## src/rtl/burst_seq_pkg.sv

```systemverilog
package burst_seq_pkg;
  localparam int OFF_W = 3;
  localparam logic [2:0] LEN_CODE_4 = 3'b010;
  localparam logic [2:0] LEN_CODE_8 = 3'b011;

  typedef enum logic {ORD_SEQ = 1'b0, ORD_ILV = 1'b1} order_e;

  typedef struct packed {
    logic   len8;
    order_e order;
  } burst_cfg_t;
endpackage

```

## src/rtl/len_decode.sv

```systemverilog
module len_decode
  import burst_seq_pkg::*;
(
  input  logic [2:0] code_i,
  output logic       ok_o,
  output logic       len8_o
);
  always_comb begin
    ok_o   = 1'b0;
    len8_o = 1'b0;
    unique case (code_i)
      LEN_CODE_4: ok_o = 1'b1;
      LEN_CODE_8: begin ok_o = 1'b1; len8_o = 1'b1; end
      default:    ok_o = 1'b0;
    endcase
  end
endmodule

```

## src/rtl/beat_ctrl.sv

```systemverilog
module beat_ctrl
  import burst_seq_pkg::*;
#(
  parameter int COL_W = 10
) (
  input  logic             clk_i,
  input  logic             rst_ni,
  input  logic             start_i,
  input  logic             code_ok_i,
  input  logic             len8_i,
  input  logic             order_i,
  input  logic [COL_W-1:0] col_i,
  output logic             active_o,
  output logic             last_o,
  output logic [OFF_W-1:0] beat_o,
  output logic [COL_W-1:0] base_o,
  output burst_cfg_t       cfg_o,
  output logic             len_err_o,
  output logic             busy_err_o
);
  logic accept;
  logic [OFF_W-1:0] final_beat;

  assign final_beat = cfg_o.len8 ? 3'd7 : 3'd3;
  assign last_o     = active_o && (beat_o == final_beat);
  assign accept     = start_i && !active_o && code_ok_i;

  always_ff @(posedge clk_i or negedge rst_ni) begin
    if (!rst_ni) begin
      active_o   <= 1'b0;
      beat_o     <= '0;
      base_o     <= '0;
      cfg_o      <= '{len8: 1'b0, order: ORD_SEQ};
      len_err_o  <= 1'b0;
      busy_err_o <= 1'b0;
    end else begin
      len_err_o  <= start_i && !active_o && !code_ok_i;
      busy_err_o <= start_i && active_o;
      if (accept) begin
        active_o <= 1'b1;
        beat_o   <= '0;
        base_o   <= col_i;
        cfg_o    <= '{len8: len8_i, order: order_e'(order_i)};
      end else if (last_o) begin
        active_o <= 1'b0;
        beat_o   <= '0;
      end else if (active_o) begin
        beat_o <= beat_o + 3'd1;
      end
    end
  end

  // final beat ends the burst
  a_r6_last_ends: assert property (@(posedge clk_i) disable iff (!rst_ni)
    last_o |=> !active_o);
  // no gap inside a burst
  a_r2_no_gap: assert property (@(posedge clk_i) disable iff (!rst_ni)
    active_o && !last_o |=> active_o);
  // start while busy flagged and burst config held
  a_r8_busy_flag: assert property (@(posedge clk_i) disable iff (!rst_ni)
    start_i && active_o |=> busy_err_o);
  a_r9_cfg_hold: assert property (@(posedge clk_i) disable iff (!rst_ni)
    active_o && !last_o |=> $stable(cfg_o) && $stable(base_o));
  // bad code starts nothing
  a_r7_no_start: assert property (@(posedge clk_i) disable iff (!rst_ni)
    len_err_o |-> !active_o);
endmodule

```

## src/rtl/col_map.sv

```systemverilog
module col_map
  import burst_seq_pkg::*;
#(
  parameter int COL_W = 10
) (
  input  logic [COL_W-1:0] base_i,
  input  logic [OFF_W-1:0] beat_i,
  input  burst_cfg_t       cfg_i,
  output logic [COL_W-1:0] col_o
);
  logic [OFF_W-1:0] mask, start_off, off, low;

  assign mask      = cfg_i.len8 ? 3'b111 : 3'b011;
  assign start_off = base_i[OFF_W-1:0] & mask;

  always_comb begin
    if (cfg_i.order == ORD_ILV) off = start_off ^ beat_i;
    else                        off = start_off + beat_i;
    low = (base_i[OFF_W-1:0] & ~mask) | (off & mask);
  end

  assign col_o = {base_i[COL_W-1:OFF_W], low};
endmodule

```

## src/rtl/burst_col_seq.sv

```systemverilog
module burst_col_seq
  import burst_seq_pkg::*;
#(
  parameter int COL_W = 10
) (
  input  logic             clk_i,
  input  logic             rst_ni,
  input  logic             start_i,
  input  logic [COL_W-1:0] col_i,
  input  logic [2:0]       len_code_i,
  input  logic             order_i,
  output logic [COL_W-1:0] col_o,
  output logic             valid_o,
  output logic             last_o,
  output logic             len_err_o,
  output logic             busy_err_o
);
  logic             code_ok, len8;
  logic [OFF_W-1:0] beat;
  logic [COL_W-1:0] base;
  burst_cfg_t       cfg;

  len_decode u_dec (.code_i(len_code_i), .ok_o(code_ok), .len8_o(len8));

  beat_ctrl #(.COL_W(COL_W)) u_ctrl (
    .clk_i, .rst_ni, .start_i,
    .code_ok_i(code_ok), .len8_i(len8), .order_i, .col_i,
    .active_o(valid_o), .last_o, .beat_o(beat), .base_o(base), .cfg_o(cfg),
    .len_err_o, .busy_err_o
  );

  col_map #(.COL_W(COL_W)) u_map (
    .base_i(base), .beat_i(beat), .cfg_i(cfg), .col_o
  );

  // column bits above the largest block never move within a burst
  a_r5_upper_stable: assert property (@(posedge clk_i) disable iff (!rst_ni)
    valid_o && !last_o |=> $stable(col_o[COL_W-1:OFF_W]));
  // last only with a beat
  a_r6_last_valid: assert property (@(posedge clk_i) disable iff (!rst_ni)
    last_o |-> valid_o);
  // the two error pulses never coincide
  a_r7_r8_excl: assert property (@(posedge clk_i) disable iff (!rst_ni)
    !(len_err_o && busy_err_o));
endmodule

```

## config.mk

```make
export PLATFORM = sky130hd
export DESIGN_NAME = burst_col_seq
export DESIGN_NICKNAME = d
export VERILOG_FILES = /design/src/rtl/burst_seq_pkg.sv /design/src/rtl/len_decode.sv /design/src/rtl/beat_ctrl.sv /design/src/rtl/col_map.sv /design/src/rtl/burst_col_seq.sv
export SDC_FILE = /design/constraint.sdc
export NUM_CORES = 1
export LEC_CHECK = 0
export ABC_AREA = 1
export CORE_MARGIN = 2
export CORE_UTILIZATION = 60
export CTS_CLUSTER_DIAMETER = 200
export CTS_CLUSTER_SIZE = 12
export DETAILED_ROUTE_END_ITERATION = 10
export DONT_BUFFER_PORTS = 1
export PLACE_DENSITY = 0.76
export SYNTH_ARGS = -nofsm -noshare
export SYNTH_HDL_FRONTEND = slang
export SYNTH_SLANG_ARGS = --single-unit
```

## constraint.sdc

```tcl
create_clock -name clk_i -period 1.6 [get_ports clk_i]
set_input_delay 0.08 -clock clk_i [delete_from_list [all_inputs] [get_ports clk_i]]
set_output_delay 0.08 -clock clk_i [all_outputs]
set_load 0.03 [all_outputs]
```

After elaboration in Yosys (flattened, before gate mapping)
Index checks and enable logic that the tools add are counted.
Widths: inputs -> output; s select.
{"block": "totals", "reg_bits": 18, "in_bits": 17, "output_inout_bits": 14, "elab_cells": 37}
{"block": "classes", "n_addsub": 2, "n_eq_ne": 3, "muxes": 9, "n_bitwise": 6, "reduce_logical": 10}
{"cell": "$mux 3", "n": 5}
{"cell": "$and 3x3->3", "n": 3}
{"cell": "$eq 3x2->1 const B", "n": 2}
{"cell": "$logic_and 1x1->1", "n": 5}
{"cell": "$mux 1", "n": 4}
{"cell": "$add 3x1->3 const B", "n": 1}
{"cell": "$add 3x3->3", "n": 1}
{"cell": "$eq 3x3->1", "n": 1}
{"cell": "$not 3->3", "n": 1}
{"cell": "$or 3x3->3", "n": 1}
{"cell": "$reduce_bool 3->1", "n": 1}
{"cell": "$xor 3x3->3", "n": 1}
{"cell": "$logic_not 1->1", "n": 2}
{"cell": "$reduce_bool 2->1", "n": 1}
{"cell": "$reduce_or 2->1", "n": 1}

Longest topological paths before layout
Gate-level depths: netlist (run 1).
{"block": "depth", "depth_word": 6, "mapped_depth": 8, "depth_no_buf": 8}

Hierarchy
A second synthesis (run 1) with hierarchy kept.
{"block": "hier_totals", "cells_unflattened": 113, "hier_area_um2": 984.7}
{"mod": "beat_ctrl", "n_inst": 1, "cells_each": 85, "area_each_um2": 808.3, "seq_area_each_um2": 450.4}
{"mod": "col_map", "n_inst": 1, "cells_each": 24, "area_each_um2": 158.9, "seq_area_each_um2": 0.0}
{"mod": "len_decode", "n_inst": 1, "cells_each": 4, "area_each_um2": 17.5, "seq_area_each_um2": 0.0}

Least setup slack after synthesis (run 1)
No wires, ideal clock.
{"block": "synth_path", "kind": "flip-flop to output port", "startpoint": "register u_ctrl.beat_o[0]", "endpoint": "output col_o[1]", "arrival_ns": 1.722, "required_time_ns": 1.520, "path_slack_ns": -0.202, "path_stages_with_launch": 5, "path_buffers": 0, "cell_sequence": "dfrtp_1 -> ha_1 -> inv_1 -> fa_1 -> o21ai_0"}
{"block": "synth_between", "elab_chain_len": 4}
{"item": "from (decl)", "line_no": "beat_ctrl.sv:15", "text": "output logic [OFF_W-1:0] beat_o,"}
{"item": "from (signal assigned)", "line_no": "beat_ctrl.sv:48", "text": "beat_o <= beat_o + 3'd1;"}
{"item": "$add 3x3->3", "line_no": "col_map.sv:18", "text": "else off = start_off + beat_i;"}
{"item": "$mux 3", "line_no": "col_map.sv:17", "text": "if (cfg_i.order == ORD_ILV) off = start_off ^ beat_i;"}
{"item": "$and 3x3->3", "line_no": "col_map.sv:19", "text": "low = (base_i[OFF_W-1:0] & ~mask) | (off & mask);"}
{"item": "$or 3x3->3", "line_no": "col_map.sv:19"}
{"item": "to (decl)", "line_no": "burst_col_seq.sv:12", "text": "output logic [COL_W-1:0] col_o,"}
Every way passes these cells.

Worst setup path after layout (run 1)
{"block": "layout_path", "startpoint": "register u_ctrl.base_o[0]", "endpoint": "output col_o[2]"}
{"block": "layout_between", "elab_chain_len": 5}
{"item": "from (decl)", "line_no": "beat_ctrl.sv:16", "text": "output logic [COL_W-1:0] base_o,"}
{"item": "from (signal assigned)", "line_no": "beat_ctrl.sv:42", "text": "base_o <= col_i;"}
{"item": "$and 3x3->3", "line_no": "col_map.sv:14", "text": "assign start_off = base_i[OFF_W-1:0] & mask;"}
{"item": "$add 3x3->3", "line_no": "col_map.sv:18"}
{"item": "$mux 3", "line_no": "col_map.sv:17"}
{"item": "$and 3x3->3", "line_no": "col_map.sv:19"}
{"item": "$or 3x3->3", "line_no": "col_map.sv:19"}
Every way passes these cells.

==> qor.yml, run 1 <==
port_buffers: 0
timing_hold_violations_final: 0
layout.cells.most_common: "sky130_fd_sc_hd__nand2_1"
final.setup.worst_slack_ns: -0.170
fin_skew_ns: 0.00182
whs_endpoint: "u_ctrl.beat_o[0]"
wire_length_per_cell_after_detailed_routing_um: 14.0
clock_tree.buffer_depth: 2
endpoint_kind: "output pin"
via_count_of_the_first_global_routing_pass: 778
design.portCount: 31
timing.setup.critical_path_class: "reg2out"
postSynth.topFlopCell: "sky130_fd_sc_hd__dfrtp_1"
cp-start-kind: "register"
arrival_ns: 1.69
synth_edf_count: 0
synthesis.area_per_instance_um2: 8.85
fmaxAchievable_mhz: 565
track_usage: 0.222
grt_overflow: 0
worst_pin_slew_ns: 0.784
dp_hpwl_um: 1220
simple_gate_portion_of_the_synthesized_area: 0.272
mappedNetlistArea_um2: 965
clock_tree_from_tritoncts: "done"
worst_setup_hold_path_clk_slew_ns: 0.10
antenna_found_initial: 0
sequential_power_share: 0.441
clock_latency_ns: 0.30
largest_family_of_logic_cells_by_synthesized_area: "simple AND/OR/NAND/NOR gates"
netlist.area_leader.share: 0.467
tritoncts_num_sinks: 18
multi_input_area_um2: 409
data_required_time_at_the_worst_endpoint_ns: 1.52
synthesis.yosys.warnings: 0
r2r_end: "u_ctrl.beat_o[1]"
rows: 14
worst_ir_drop_vdd_uv: 963
via_per_inst: 5.41
leakagePower_uw: 0.000608
outcome: "finished, violations left"
critical_path.reg2reg.startpoint: "u_ctrl.beat_o[0]"
worst_path_dominant_cell_family: "adder cells"
synthXorXnorAreaFrac: 0
cp_cell_sequence: "ha_2 > inv_2 > fa_2 > o21ai_2 > nand4_1 > nand2_4"
design.die.area_mm2: 0.00194
synth.mux.area_fraction: 0
synth_adder_area_share: 0.0597
synthDominantAreaCellType: "sky130_fd_sc_hd__dfrtp_1"
cap_viol_max_count: 0
drt_iter0_drc: 11
syn_to_final_growth_pct: 20.8
ff2ff_setup_slack_ns: 0.29
synth_cell_types: 22
drt_pass1_iterations: 3
intPower_uw: 1240
timing.critical_path.fanout_max: 2
asyncSetResetFlopFracSynth: 1.00
layout.area.seq_um2: 450
violations_in_the_final_reports: "negative setup slack"
initial_core_util: 0.640
nNetsFinal: 146
synth_sequential_area_ratio: 0.467
timing.final.setup_violations: 3
worst_hold_path_type: "in2reg"
final_instance_count_excl_fillers: 140
sw_ratio: 0.488
timing.hold.worst.start: "start_i"
r2r_cells: 6
die-height_um: 44.1
grt_first_pass_wirelength_um: 3090
worst-path-buf-inv: 1
detail_route.wirelength_um: 1960
synthCells: 109
cts_root_buffer: "sky130_fd_sc_hd__clkbuf_4"
antenna_left: 0
fp.coreArea_mm2: 0.00151
timing_max_transition_violations_final: 0
layout-drive-gt1-share: 0.258
critical_path.slowest_cell: "sky130_fd_sc_hd__dfrtp_1"
postSynthRegisterBits: 18
rsz0062_at_grt: "yes"
timing.hold.worst_path_depth: 3
clock_power_share: 0.117
synth_compound_area_frac: 0.0597
fin_worst_hold_slack_ns: 0.0343
period_share: 1.11
cts_buffers: 3
critical-path-max-stage-delay_ns: 0.37
synth_fp_nets: 130
n_antenna_cell: 0
ys_top_cells_by_area: "sky130_fd_sc_hd__dfrtp_1 (47%), sky130_fd_sc_hd__nand2_1 (12%), sky130_fd_sc_hd__nand3_1 (6.7%)"
pin_count_of_the_biggest_net_entering_global_routing: 21
filler_cell_count: 120
comb_power_share: 0.442
fp.dieW_um: 44.1
route.detailed.drc: 0
layout_common_cells: "sky130_fd_sc_hd__nand2_1 (29), sky130_fd_sc_hd__dfrtp_1 (18), sky130_fd_sc_hd__dlygate4sd3_1 (14)"
vias: 757
areal_power_density_over_the_cells_mw_per_mm2: 2080
placed_cells: 119
ctsHtreeMaxLevel: 1
p_switching_uw: 1190
gpl.final_weighted_congestion: 0.799
timing.slew.headroom: 0.475
finalWorstPathRequiredPeriod_ns: 1.77
metal layers:
layer / track usage / part of all wire
met1: 0.234 / 0.41
met2: 0.418 / 0.54
met3: 0.0327 / 0.039
met4: 0.121 / 0.014
met5: 0 / 0
metrics by stage:
step | setup slack (ns) | util | instance area (um^2) | power [uW] | TNS (ns)
finish | -0.170 | 0.773 | 1160 | 2430 | -0.350
global route | -0.241 | 0.773 | 1160 | 2600 | -0.548
CTS | -0.138 | 0.755 | 1140 | 2370 | -0.264
detailed placement | 0.0514 | 0.620 | 935 | 1960 | 0
global placement | 0.0916 | 0.620 | 935 | 1920 | 0
floorplan | 0.0218 | - | 965 | 1870 | 0
layout make-up:
cell class / count / area share
sequential: 18 / 0.387
multi-input combinational: 68 / 0.351
timing repair buffer: 23 / 0.178
inverter: 11 / 0.0354
clock buffer: 4 / 0.0311
tap: 16 / 0.0172
cell usage after synthesis (2+ instances only):
cell type	number
sky130_fd_sc_hd__nor2_1	2
sky130_fd_sc_hd__a21oi_1	2
sky130_fd_sc_hd__nor2_2	4
sky130_fd_sc_hd__ha_1	3
sky130_fd_sc_hd__nand4_1	2
sky130_fd_sc_hd__a21oi_2	3
sky130_fd_sc_hd__buf_4	7
sky130_fd_sc_hd__inv_1	10
sky130_fd_sc_hd__nand3_1	13
sky130_fd_sc_hd__buf_6	3
sky130_fd_sc_hd__dfrtp_1	18
sky130_fd_sc_hd__nand2_1	31
sky130_fd_sc_hd__o21ai_0	2
sequential cells by signal, summed over array words and instances (netlist names):
signal	cells
u_ctrl.active_o	1
u_ctrl.base_o	10
u_ctrl.beat_o	3
u_ctrl.busy_err_o	1
u_ctrl.cfg_o	2
u_ctrl.len_err_o	1
cells by family after synthesis:
kind of cell    Yosys count
fa+ha+maj                 4
compound gates            9
simple gates             55
buf+inv                  23
flops                    18
repair_timing:
item | CTS | global route
pin swaps | 2 | 2
setup endpoints to repair | 2 | 3
gates cloned | 0 | 0
buffers inserted | 1 | 2
resized for setup | 8 | 3
endpoints found under the hold margin | 32 | 0
hold buffers | 14 | 0
power groups by stage:
stage / logic, uW / clock network, uW / registers, uW
3_3_place_gp: 860 / 0 / 1060
4_1_cts: 1020 / 290 / 1060
6_report: 1070 / 284 / 1070
5_1_grt: 1190 / 303 / 1100
2_1_floorplan: 1030 / 0 / 839
3_5_place_dp: 893 / 0 / 1060
tightest hold or removal path, stage by stage:
cell and delay [ns]:
sky130_fd_sc_hd__a31oi_1 0.10, sky130_fd_sc_hd__nand2_1 0.08, sky130_fd_sc_hd__nand2_1 0.05
how the worst max path moves through the flow:
stage,start,endpoint,slack [ns],cells past startpoint
finish,u_ctrl.base_o[0],col_o[2],-0.17,6
global route,u_ctrl.base_o[0],col_o[2],-0.24,6
CTS,u_ctrl.beat_o[0],col_o[2],-0.14,8
detailed placement,u_ctrl.beat_o[0],col_o[2],0.05,6
global placement,u_ctrl.beat_o[0],col_o[2],0.09,6
floorplan,u_ctrl.beat_o[0],col_o[1],0.02,4
Power figures use the tool's default switching activity.
==> inputs of run 2 (changes only) <==
Settings changed: CTS_CLUSTER_DIAMETER 200 to unset.
Clock period 1.6 ns to 1.9 ns, I/O delays scaled along.
==> run 2 against run 1 <==
The flow now finishes without violations. Non-clock buffer count shrank 4. Sequential power shrank 17%. First-iteration DRC count grew 64%. Via count shrank 1.7%.
==> qor.yml, run 2 (synthesis gave the netlist of run 1 again) <==
cts_root_buffer: "sky130_fd_sc_hd__clkbuf_4"
r2r_cells: 4
fmaxAchievable_mhz: 551
timing_hold_violations_final: 0
outcome: "finished clean"
gpl.final_weighted_congestion: 0.780
endpoint_kind: "output pin"
port_buffers: 0
rows: 14
detail_route.wirelength_um: 1940
critical-path-max-stage-delay_ns: 0.43
data_required_time_at_the_worst_endpoint_ns: 1.80
antenna_found_initial: 0
worst-path-buf-inv: 2
design.portCount: 31
critical_path.slowest_cell: "sky130_fd_sc_hd__fa_2"
route.layer.met1.wl_um: 780
ff2ff_setup_slack_ns: 0.69
largest_register_ffs: 10
pin_count_of_the_biggest_net_entering_global_routing: 21
dr_wl_met3_um: 109
worst_path_dominant_cell_family: "adder cells"
critical_path.reg2reg.startpoint: "u_ctrl.active_o"
syn_to_final_growth_pct: 15.4
grt_overflow: 0
areal_power_density_over_the_cells_mw_per_mm2: 1740
die-height_um: 44.1
cts_buffers: 3
leakagePower_uw: 0.000588
via_per_inst: 5.47
finalWorstPathRequiredPeriod_ns: 1.82
design.die.area_mm2: 0.00194
layout_common_cells: "sky130_fd_sc_hd__nand2_1 (30), sky130_fd_sc_hd__dfrtp_1 (18), sky130_fd_sc_hd__dlygate4sd3_1 (14)"
timing.slew.headroom: 0.455
arrival_ns: 1.72
postLayoutCoreUtil: 0.739
initial_core_util: 0.640
dp_hpwl_um: 1210
clock_tree_from_tritoncts: "done"
timing.final.setup_violations: 0
regMostFlops: "u_ctrl.base_o"
fp.coreArea_mm2: 0.00151
n_antenna_cell: 0
setup.worst_path.end: "col_o[1]"
grt_first_pass_wirelength_um: 2980
cp-start-kind: "register"
fp.dieW_um: 44.1
wire_length_per_cell_after_detailed_routing_um: 14.3
ctsHtreeMaxLevel: 1
timing.setup.critical_path_class: "reg2out"
layout.cells.most_common: "sky130_fd_sc_hd__nand2_1"
antenna_left: 0
tritoncts_num_sinks: 18
cap_viol_max_count: 0
period_share: 0.955
detailroute.wirelength.met2_um: 1010
worst_pin_slew_ns: 0.815
drt_iter0_drc: 18
vias: 744
critPathLaunch: "u_ctrl.beat_o[0]"
cp_depth: 5
clock_tree.buffer_depth: 2
timing.critical_path.fanout_max: 3
cp_cell_sequence: "ha_1 > inv_1 > fa_2 > o21ai_1 > buf_4"
final.setup.worst_slack_ns: 0.0846
nNetsFinal: 142
clock_latency_ns: 0.30
r2r_end: "u_ctrl.cfg_o[1]"
timing_max_transition_violations_final: 0
total_neg_setup_slack_ns: 0
track_usage: 0.219
worst_hold_path_type: "in2reg"
fin_skew_ns: 0.000828
route.detailed.drc: 0
regs_by_ff_count: "u_ctrl.base_o: 10 flops, u_ctrl.beat_o: 3 flops, u_ctrl.cfg_o: 2 flops"
dr.max_layer_used: "met4"
drt_pass1_iterations: 4
worst_setup_slack_before_clock_tree_synthesis_ns: 0.273
worst_ir_drop_vdd_uv: 1090
worst_setup_hold_path_clk_slew_ns: 0.10
layout-drive-gt1-share: 0.175
via_count_of_the_first_global_routing_pass: 677
run 2: changes by cell type in the layout (fill, tap and decap cells not counted), sizes merged:
cell / previous run / this run
buf: 9 / 5
run 2: power breakdown:
group | total, uW | internal, uW | switching, uW
combinational | 810 | 300 | 509
clock | 240 | 117 | 123
sequential | 888 | 558 | 330
run 2: final cells by class:
cell class	count	area [um^2]
clock buffer	4	36.3
fill	120	393
multi-input combinational	68	388
sequential	18	450
inverter	11	41.3
timing repair buffer	19	178
tap	16	20.0
run 2: worst min-delay path by stage:
stage	end	cells after the start	from
floorplan	u_ctrl.active_o	0	rst_ni
global placement	u_ctrl.base_o[1]	0	rst_ni
detailed placement	u_ctrl.base_o[2]	0	rst_ni
CTS	u_ctrl.beat_o[0]	3	start_i
global route	u_ctrl.beat_o[0]	3	start_i
finish	u_ctrl.beat_o[0]	3	start_i
run 2: per-layer routing:
layer	track usage	vias to the layer above
li1	-	358
met1	0.267	353
met2	0.374	28
met3	0.0367	5
met4	0.109	0
met5	0	-
run 2: stage by stage:
step,total power (uW),instances,area [um^2],hold WS (ns)
floorplan,1570,109,965,-0.201
global placement,1580,117,920,-0.200
detailed placement,1620,117,920,-0.200
CTS,1900,135,1100,0.0507
global route,2060,136,1110,0.0505
finish,1940,136,1110,0.0675
run 2: timing repair:
| action | in CTS | in global routing |
|---|---|---|
| hold endpoints to repair | 32 | 0 |
| buffers inserted | 0 | 1 |
| pin swaps | 1 | 2 |
| hold buffers | 14 | 0 |
| setup endpoints to repair | 1 | 2 |
| resized for setup | 2 | 3 |
run 2: worst min-delay path, cell delays in order:
cell,delay [ns]
sky130_fd_sc_hd__a31oi_1,0.12
sky130_fd_sc_hd__nand2_1,0.07
sky130_fd_sc_hd__nand2_1,0.05
==> inputs of run 3 (changes only) <==
Settings changed: CORE_UTILIZATION 60 to 44, PLACE_DENSITY 0.76 to unset.
==> run 3 against run 2 <==
Routed wire length fell by 6.7%. Sequential power barely moved. Utilization shrank 18 points. Sequential share of layout area down 0.63 points. Fmax down 0.65%. Hold slack worse by 0.0051 ns. Critical endpoint unchanged. Largest cell class unchanged. Highest routed layer unchanged.
==> qor.yml, run 3 (synthesis gave the netlist of run 1 again) <==
finalWorstPathRequiredPeriod_ns: 1.83
ctsHtreeMaxLevel: 1
antenna_found_initial: 0
worst_ir_drop_vdd_uv: 845
fp.dieW_um: 50.8
layout-drive-gt1-share: 0.183
timing.setup.critical_path_class: "reg2out"
largest_register_ffs: 10
r2r_cells: 4
layout.cells.most_common: "sky130_fd_sc_hd__nand2_1"
cap_viol_max_count: 0
clock_latency_ns: 0.30
postLayoutCoreUtil: 0.559
p_switching_uw: 954
nNetsFinal: 142
total_neg_setup_slack_ns: 0
dp_hpwl_um: 1260
initial_core_util: 0.477
port_buffers: 0
timing.final.setup_violations: 0
fin_skew_ns: 0.00605
timing.slew.headroom: 0.463
cp_cell_sequence: "ha_1 > inv_1 > fa_2 > o21ai_1 > buf_4"
track_usage: 0.165
final_instance_count_excl_fillers: 147
die-height_um: 50.8
timing.critical_path.fanout_max: 4
timing_hold_violations_final: 0
clock_tree.buffer_depth: 2
gpl.final_weighted_congestion: 0.711
pin_count_of_the_biggest_net_entering_global_routing: 21
data_required_time_at_the_worst_endpoint_ns: 1.80
outcome: "finished clean"
cp-start-kind: "register"
endpoint_kind: "output pin"
fp.coreArea_mm2: 0.00202
cts_root_buffer: "sky130_fd_sc_hd__clkbuf_4"
sw_ratio: 0.493
rsz0062_at_grt: "yes"
critical-path-max-stage-delay_ns: 0.43
design.portCount: 31
antenna_left: 0
tritoncts_num_sinks: 18
drt_iter0_drc: 5
regs_by_ff_count: "u_ctrl.base_o: 10 flops, u_ctrl.beat_o: 3 flops, u_ctrl.cfg_o: 2 flops"
syn_to_final_growth_pct: 17.2
n_antenna_cell: 0
clock_tree_from_tritoncts: "done"
timing_max_transition_violations_final: 0
clock_power_share: 0.123
arrival_ns: 1.73
vias: 710
period_share: 0.962
design.die.area_mm2: 0.00258
fin_worst_hold_slack_ns: 0.0624
drt_pass1_iterations: 2
intPower_uw: 982
placed_cells: 128
regMostFlops: "u_ctrl.base_o"
route.detailed.drc: 0
critical_path.slowest_cell: "sky130_fd_sc_hd__dfrtp_1"
detail_route.wirelength_um: 1810
comb_power_share: 0.417
areal_power_density_over_the_cells_mw_per_mm2: 1710
rows: 16
wire_length_per_cell_after_detailed_routing_um: 12.3
leakagePower_uw: 0.000589
worst_hold_path_type: "in2reg"
cts_buffers: 3
grt_overflow: 0
fmaxAchievable_mhz: 547
grt_first_pass_wirelength_um: 3170
worst_pin_slew_ns: 0.803
layout_common_cells: "sky130_fd_sc_hd__nand2_1 (30), sky130_fd_sc_hd__dfrtp_1 (18), sky130_fd_sc_hd__dlygate4sd3_1 (14)"
via_count_of_the_first_global_routing_pass: 729
worst_setup_hold_path_clk_slew_ns: 0.11
timing.hold.worst_path_depth: 3
via_per_inst: 4.83
sequential_power_share: 0.459
[run 3: changes by cell type in the layout (fill, tap and decap cells not counted)]
cell / change
sky130_fd_sc_hd__o21ai_1: -1
sky130_fd_sc_hd__o21ai_2: +1
[run 3: area by class of cell]
type,instances,area (um^2)
Clock buffer,4,36.3
Fill cell,208,891
Inverter,11,41.3
Multi-Input combinational cell,68,392
Sequential cell,18,450
Tap cell,27,33.8
Timing Repair Buffer,19,178
[run 3: stage by stage]
stage                     power, uW  worst slack (ns)  area (um^2)
after floorplan                1570            0.0827          965
after global placement         1590             0.303          933
after detailed placement       1630             0.254          933
after CTS                      1920           0.00323         1110
after global routing           2090         -0.000966         1130
final                          1940            0.0727         1130
[run 3: final timing paths]
kind / slack, ns / to / start
setup reg to reg: 0.70 / u_ctrl.active_o / u_ctrl.active_o
hold / removal: 0.06 / u_ctrl.beat_o[0] / start_i
hold reg to reg: 0.49 / u_ctrl.base_o[0] / u_ctrl.base_o[0]
min in group asynchronous: 0.32 / u_ctrl.cfg_o[1] / rst_ni
setup / recovery: 0.07 / col_o[1] / u_ctrl.beat_o[0]
max in group asynchronous: 1.08 / u_ctrl.base_o[8] / rst_ni
[run 3: routing by layer]
| metal | vias to the layer above | wire length [um] | GRT usage |
|---|---|---|---|
| met5 | - | 0 | 0 |
| li1 | 365 | - | - |
| met2 | 21 | 919 | 0.285 |
| met3 | 2 | 110 | 0.0322 |
| met4 | 0 | 21 | 0.0676 |
| met1 | 322 | 759 | 0.202 |
[run 3: critical path: cells and delay by family, from the launching register on]
family	cells	cell delay (ns)
AOI/OAI and AO/OA	1	0.13
adders and majority gates	2	0.63
buffers and inverters	2	0.24
DFF	1	0.43
[run 3: repair_timing]
item	in CTS	in global routing
endpoints found under the hold margin	32	0
gates resized for setup	2	4
setup buffers	0	1
hold buffers	14	0
pin swaps	1	1
setup endpoints to repair	1	2
[run 3: power groups by stage]
stage          logic [uW]  clock network [uW]  registers [uW]
2_1_floorplan         860                   0             706
3_3_place_gp          700                   0             890
3_5_place_dp          727                   0             899
4_1_cts               774                 250             894
5_1_grt               914                 263             914
6_report              808                 239             890
